File: config.mk
export PLATFORM = sky130hd
export DESIGN_NAME = snd_ctl_bank
export DESIGN_NICKNAME = d
export VERILOG_FILES = /design/src/rtl/snd_ctl_pkg.sv /design/src/rtl/snd_ctl_decode.sv /design/src/rtl/snd_ctl_regs.sv /design/src/rtl/snd_ctl_ratio_dec.sv /design/src/rtl/snd_ctl_rdfmt.sv /design/src/rtl/snd_ctl_bank.sv
export SDC_FILE = /design/constraint.sdc
export NUM_CORES = 1
export LEC_CHECK = 0
export ABC_AREA = 0
export BUFFER_PORTS_ARGS = -buffer_cell sky130_fd_sc_hd__buf_2
export CAP_MARGIN = 20
export CORE_ASPECT_RATIO = 2
export CORE_MARGIN = 1.5
export CORE_UTILIZATION = 35
export DETAILED_ROUTE_END_ITERATION = 12
export GPL_ROUTABILITY_DRIVEN = 0
export GPL_TIMING_DRIVEN = 0
export PLACE_DENSITY = 0.67
export SLEW_MARGIN = 20
export SYNTH_ARGS = -nofsm -noshare
export SYNTH_HDL_FRONTEND = slang
export SYNTH_HIERARCHICAL = 1
export SYNTH_SLANG_ARGS = --single-unit
export TNS_END_PERCENT = 1
File: constraint.sdc
create_clock -name clk_i -period 2.8 [get_ports clk_i]
set_input_delay 0.28 -clock clk_i [delete_from_list [all_inputs] [get_ports clk_i]]
set_output_delay 0.28 -clock clk_i [all_outputs]
set_load 0.05 [all_outputs]
File: src/rtl/snd_ctl_pkg.sv
package snd_ctl_pkg;
  localparam int unsigned DATA_W     = 16;
  localparam int unsigned NUM_CH     = 4;
  localparam int unsigned VOL_W      = 3;
  localparam int unsigned VOL_SLOT   = 4;
  localparam int unsigned RATIO_W    = 2;
  localparam int unsigned MASTER_BIT = 7;
  localparam int unsigned R_VOL_LSB  = VOL_SLOT;
  localparam int unsigned L_EN_LSB   = 2 * VOL_SLOT;
  localparam int unsigned R_EN_LSB   = L_EN_LSB + NUM_CH;

  localparam int unsigned ROUTE_IDX  = 0;
  localparam int unsigned RATIO_IDX  = 1;
  localparam int unsigned MASTER_IDX = 2;

  typedef enum logic [RATIO_W-1:0] {
    RATIO_QUARTER = 2'd0,
    RATIO_HALF    = 2'd1,
    RATIO_FULL    = 2'd2,
    RATIO_OFF     = 2'd3
  } ratio_e;

  typedef struct packed {
    logic route;
    logic ratio;
    logic master;
  } hit_t;
endpackage

File: src/rtl/snd_ctl_decode.sv
module snd_ctl_decode
  import snd_ctl_pkg::*;
#(
  parameter int unsigned ADDR_W = 4
) (
  input  logic [ADDR_W-1:0] sel_i,
  output hit_t              hit_o,
  output logic              local_o
);
  always_comb begin
    hit_o.route  = (sel_i == ADDR_W'(ROUTE_IDX));
    hit_o.ratio  = (sel_i == ADDR_W'(RATIO_IDX));
    hit_o.master = (sel_i == ADDR_W'(MASTER_IDX));
    local_o      = hit_o.route | hit_o.ratio | hit_o.master;
  end
endmodule

File: src/rtl/snd_ctl_regs.sv
module snd_ctl_regs
  import snd_ctl_pkg::*;
(
  input  logic              clk_i,
  input  logic              rst_ni,
  input  logic              wr_en_i,
  input  hit_t              hit_i,
  input  logic [DATA_W-1:0] wr_data_i,
  output logic              master_o,
  output logic [VOL_W-1:0]  vol_l_o,
  output logic [VOL_W-1:0]  vol_r_o,
  output logic [NUM_CH-1:0] en_l_o,
  output logic [NUM_CH-1:0] en_r_o,
  output ratio_e            ratio_o
);
  logic wr_master, wr_route, wr_ratio;

  // master register is always writable, the rest only while enabled
  assign wr_master = wr_en_i & hit_i.master;
  assign wr_route  = wr_en_i & hit_i.route & master_o;
  assign wr_ratio  = wr_en_i & hit_i.ratio & master_o;

  always_ff @(posedge clk_i or negedge rst_ni) begin
    if (!rst_ni) begin
      master_o <= 1'b0;
    end else if (wr_master) begin
      master_o <= wr_data_i[MASTER_BIT];
    end
  end

  always_ff @(posedge clk_i or negedge rst_ni) begin
    if (!rst_ni) begin
      vol_l_o <= '0;
      vol_r_o <= '0;
    end else if (wr_route) begin
      vol_l_o <= wr_data_i[VOL_W-1:0];
      vol_r_o <= wr_data_i[R_VOL_LSB +: VOL_W];
    end
  end

  for (genvar ch = 0; ch < NUM_CH; ch++) begin : g_ch
    always_ff @(posedge clk_i or negedge rst_ni) begin
      if (!rst_ni) begin
        en_l_o[ch] <= 1'b0;
        en_r_o[ch] <= 1'b0;
      end else if (wr_route) begin
        en_l_o[ch] <= wr_data_i[L_EN_LSB + ch];
        en_r_o[ch] <= wr_data_i[R_EN_LSB + ch];
      end
    end
  end

  always_ff @(posedge clk_i or negedge rst_ni) begin
    if (!rst_ni) begin
      ratio_o <= RATIO_QUARTER;
    end else if (wr_ratio) begin
      ratio_o <= ratio_e'(wr_data_i[RATIO_W-1:0]);
    end
  end
endmodule

File: src/rtl/snd_ctl_ratio_dec.sv
module snd_ctl_ratio_dec
  import snd_ctl_pkg::*;
(
  input  ratio_e     code_i,
  output logic [1:0] shift_o,
  output logic       mute_o
);
  always_comb begin
    shift_o = 2'd0;
    mute_o  = 1'b0;
    unique case (code_i)
      RATIO_QUARTER: shift_o = 2'd2;
      RATIO_HALF:    shift_o = 2'd1;
      RATIO_FULL:    shift_o = 2'd0;
      RATIO_OFF:     mute_o  = 1'b1;
      default:       mute_o  = 1'b1;
    endcase
  end
endmodule

File: src/rtl/snd_ctl_rdfmt.sv
module snd_ctl_rdfmt
  import snd_ctl_pkg::*;
(
  input  hit_t              hit_i,
  input  logic              master_i,
  input  logic [VOL_W-1:0]  vol_l_i,
  input  logic [VOL_W-1:0]  vol_r_i,
  input  logic [NUM_CH-1:0] en_l_i,
  input  logic [NUM_CH-1:0] en_r_i,
  input  ratio_e            ratio_i,
  output logic [DATA_W-1:0] rd_data_o
);
  always_comb begin
    rd_data_o = '0;
    if (hit_i.route) begin
      rd_data_o[VOL_W-1:0]            = vol_l_i;
      rd_data_o[R_VOL_LSB +: VOL_W]   = vol_r_i;
      rd_data_o[L_EN_LSB +: NUM_CH]   = en_l_i;
      rd_data_o[R_EN_LSB +: NUM_CH]   = en_r_i;
    end
    if (hit_i.ratio) begin
      rd_data_o[RATIO_W-1:0]          = ratio_i;
    end
    if (hit_i.master) begin
      rd_data_o[MASTER_BIT]           = master_i;
    end
  end
endmodule

File: src/rtl/snd_ctl_bank.sv
module snd_ctl_bank
  import snd_ctl_pkg::*;
#(
  parameter int unsigned ADDR_W = 4
) (
  input  logic              clk_i,
  input  logic              rst_ni,
  input  logic              wr_en_i,
  input  logic [ADDR_W-1:0] wr_sel_i,
  input  logic [15:0]       wr_data_i,
  input  logic [ADDR_W-1:0] rd_sel_i,
  output logic [15:0]       rd_data_o,
  output logic              master_en_o,
  output logic [2:0]        vol_l_o,
  output logic [2:0]        vol_r_o,
  output logic [3:0]        en_l_o,
  output logic [3:0]        en_r_o,
  output logic [1:0]        legacy_shift_o,
  output logic              legacy_mute_o,
  output logic              ext_wr_o
);
  hit_t   wr_hit, rd_hit;
  logic   wr_local, rd_local;
  ratio_e ratio_q;

  snd_ctl_decode #(.ADDR_W(ADDR_W)) u_wr_dec (
    .sel_i   (wr_sel_i),
    .hit_o   (wr_hit),
    .local_o (wr_local)
  );

  snd_ctl_decode #(.ADDR_W(ADDR_W)) u_rd_dec (
    .sel_i   (rd_sel_i),
    .hit_o   (rd_hit),
    .local_o (rd_local)
  );

  snd_ctl_regs u_regs (
    .clk_i     (clk_i),
    .rst_ni    (rst_ni),
    .wr_en_i   (wr_en_i),
    .hit_i     (wr_hit),
    .wr_data_i (wr_data_i),
    .master_o  (master_en_o),
    .vol_l_o   (vol_l_o),
    .vol_r_o   (vol_r_o),
    .en_l_o    (en_l_o),
    .en_r_o    (en_r_o),
    .ratio_o   (ratio_q)
  );

  snd_ctl_ratio_dec u_ratio (
    .code_i  (ratio_q),
    .shift_o (legacy_shift_o),
    .mute_o  (legacy_mute_o)
  );

  logic [15:0] rd_fmt;

  snd_ctl_rdfmt u_rdfmt (
    .hit_i     (rd_hit),
    .master_i  (master_en_o),
    .vol_l_i   (vol_l_o),
    .vol_r_i   (vol_r_o),
    .en_l_i    (en_l_o),
    .en_r_i    (en_r_o),
    .ratio_i   (ratio_q),
    .rd_data_o (rd_fmt)
  );

  assign rd_data_o = rd_local ? rd_fmt : 16'h0000;

  // forward only non-local writes, and only while enabled
  assign ext_wr_o = wr_en_i & master_en_o & ~wr_local;
endmodule

==> results.ini <==
[worst_hold_path]
hp-class=input pin to register

[grt]
grt_pass1_vias=917
grt_max_degree=18
grt-ovfl-total=0
grt.total_usage=0.155
grt_antenna_before_repair=0
grt_pass1_wl_um=4070

[logic_synthesis]
yosysWarnings=6
syn_nets=116
syn_area_mm2=0.00104
synth_fa_ha_area_frac=0
synth-compound-area-share=0.0240
synth.top_cell.area_share=0.407
synth_top_family_by_area=simple AND/OR/NAND/NOR gates
ys_seq_elements=17
yosysSeqAreaShare=0.407
synthCells=89
ys_top_cells_by_area=dfrtp_1 41%, and2_2 14%, mux2_4 14%, mux2_2 7.5%, and2_1 6.0%
synthXorXnorAreaFrac=0
synthMuxAreaShare=0.219
syn_area_per_cell_um2=11.7
ys_types=18
synth_simple_gate_area_frac=0.307
netlist.top_cell.by_area=dfrtp_1

[timing]
min_period_ns=2.17
max_slew.worst_pin.slew_ns=0.844
max_clock_freq_mhz=460
finalSetupTns_ns=0
holdWs_ns=0.259
hold_viol_final=0
setup_viol=0
setup_ws_ns=0.626
fin_crit_sh=0.776
rsz0062_at_grt=no
relSlewSlack=0.432
fin_skew_ns=0.00521
final_max_slew_viol_count=0

[clocking]
htreeDepth=1
cts_setup_buffers=0
cts_hold_buffers=1
numCtsBuffers=3
cts-root-buf=clkbuf_8
cts_tree=built
post_cts_resized=0
path_clk_slew_ns=0.07
cts_sinks=17
worstSkewPairLatency_ns=0.25
clockBufferDepth=2

[critical_path]
end_kind=output pin
crit_slowest_cell=nor4_1
path_cells=buf_2 > nor4_1 > buf_6 > and2_2 > and2_2 > buf_2
start_kind=input pin
path_class=input pin to output pin
max_stage_delay_ns=0.74
cp.arrival_ns=1.89
cp_max_fo=10
crit_required_ns=2.52

[placement]
hpwl_um=1960
place_ws_ns=0.606
io_buffers=59

[floorplanning]
core_mm2=0.00280
initial_core_util=0.373
fp.dieArea_mm2=0.00334
dieHeight_um=80.3
fp.dieW_um=41.6
io_pins=62
num_rows=27

[power_and_ir_drop]
total_power_mw=0.884
p_clk_frac=0.201
irDropWorstVdd_mv=0.342
p_seq_frac=0.379
intPower_mw=0.508
power_leakage_nw=0.819
power_density_mw_per_mm2=617
power.share.switching=0.426
combPwrFrac=0.420
switching_power_mw=0.376

[routing]
routed_via_density=4.90
ant_nets=0
drt_iter0_markers=9
drtPass1Iterations=4
dr_total_vias=891
drc_errors=0
drt-total-wl_um=2420
post_drt_wl_per_cell_um=13.3

[cells_and_area]
diodes=0
nets=181
drive_above_1_share=0.686
fill_cells=269
syn_to_final_growth_pct=37.1

[status]
status=finished clean

[job]
max-cap-violations=0

## registers in the layout, indices dropped and copies added, names as in the netlist
register	count
u_regs/en_r_o	4
u_regs/vol_r_o	3
u_regs/vol_l_o	3
u_regs/master_o	1
u_regs/ratio_o	2
u_regs/en_l_o	4
## power by group through the flow
stage	Clock (mW)	Sequential (mW)	Combinational [mW]
2_1_floorplan	0	0.486	0.124
3_5_place_dp	0	0.339	0.372
5_1_grt	0.195	0.344	0.389
4_1_cts	0.181	0.335	0.375
6_report	0.178	0.335	0.372
3_3_place_gp	0	0.336	0.368
## routing by layer
metal	share of wire	track usage	vias up
met5	0	0	-
met4	0.021	0.0677	0
met3	0.040	0.0135	4
met2	0.58	0.297	32
met1	0.36	0.167	427
li1	-	-	428
## final timing paths
path,start,to,cells past startpoint,slack (ns)
worst max-delay path,rd_sel_i[0],rd_data_o[9],6,0.63
worst min-delay path,wr_data_i[14],u_regs/en_r_o[2]$_DFFE_PN0P_,2,0.26
worst max register to register,u_regs/master_o$_DFFE_PN0P_,u_regs/vol_r_o[0]$_DFFE_PN0P_,3,1.58
worst min register to register,u_regs/vol_r_o[1]$_DFFE_PN0P_,u_regs/vol_r_o[1]$_DFFE_PN0P_,1,0.52
max in group asynchronous,rst_ni,u_regs/vol_r_o[0]$_DFFE_PN0P_,2,2.05
min in group asynchronous,rst_ni,u_regs/en_r_o[3]$_DFFE_PN0P_,2,0.48
## per-stage QoR
step,util,std cells,cell area [um^2]
floorplan,-,89,1040
global placement,0.491,177,1380
detailed placement,0.491,177,1380
CTS,0.511,182,1430
global route,0.511,182,1430
finish,0.511,182,1430
## cells in the mapped netlist, drive strengths merged
cell	number
and3b	1
conb	1
nor2	1
nand3	2
buf	4
nand2	5
a211oi	2
nor4	2
dfrtp	17
nor2b	1
mux2	17
o21ai	2
and2	30
nor4b	4
## critical path, delay by kind of cell
kind,cells,cell delay (ns)
and+or+nand+nor,3,1.01
buffers and inverters,3,0.60
## logic make-up after synthesis
| family | after synthesis |
|---|---|
| flops | 17 |
| simple gates | 46 |
| buf+inv | 4 |
| mux | 17 |
| other cells | 1 |
| compound gates | 4 |
## cell usage in the layout, fill, tap and decap left out
master / synthesis / layout
dfrtp_1: 17 / 17
nand3_1: 1 / 1
o21ai_0: 2 / 2
conb_1: 1 / 1
buf_2: 0 / 59
nor2b_1: 1 / 1
nor4_1: 2 / 2
nand3_4: 1 / 1
and2_2: 20 / 20
and3b_1: 1 / 1
mux2_4: 10 / 10
mux2_2: 7 / 7
buf_6: 3 / 3
nor2_1: 1 / 1
a211oi_1: 2 / 2
clkinv_2: 0 / 1
buf_4: 1 / 1
dlygate4sd3_1: 0 / 1
and2_1: 10 / 10
nor4b_1: 4 / 4
nand2_1: 5 / 5
clkbuf_8: 0 / 3
## area by class of cell
class,instances,area (um^2),share of cell area
buffer,4,41.3,0.0288
clock buffer,3,41.3,0.0288
clock inverter,1,5.00,0.00349
multi-input combinational,68,578,0.403
sequential,17,425,0.297
tap,29,36.3,0.0253
timing repair buffer,60,305,0.213
(Power assumes the default switching activity.)
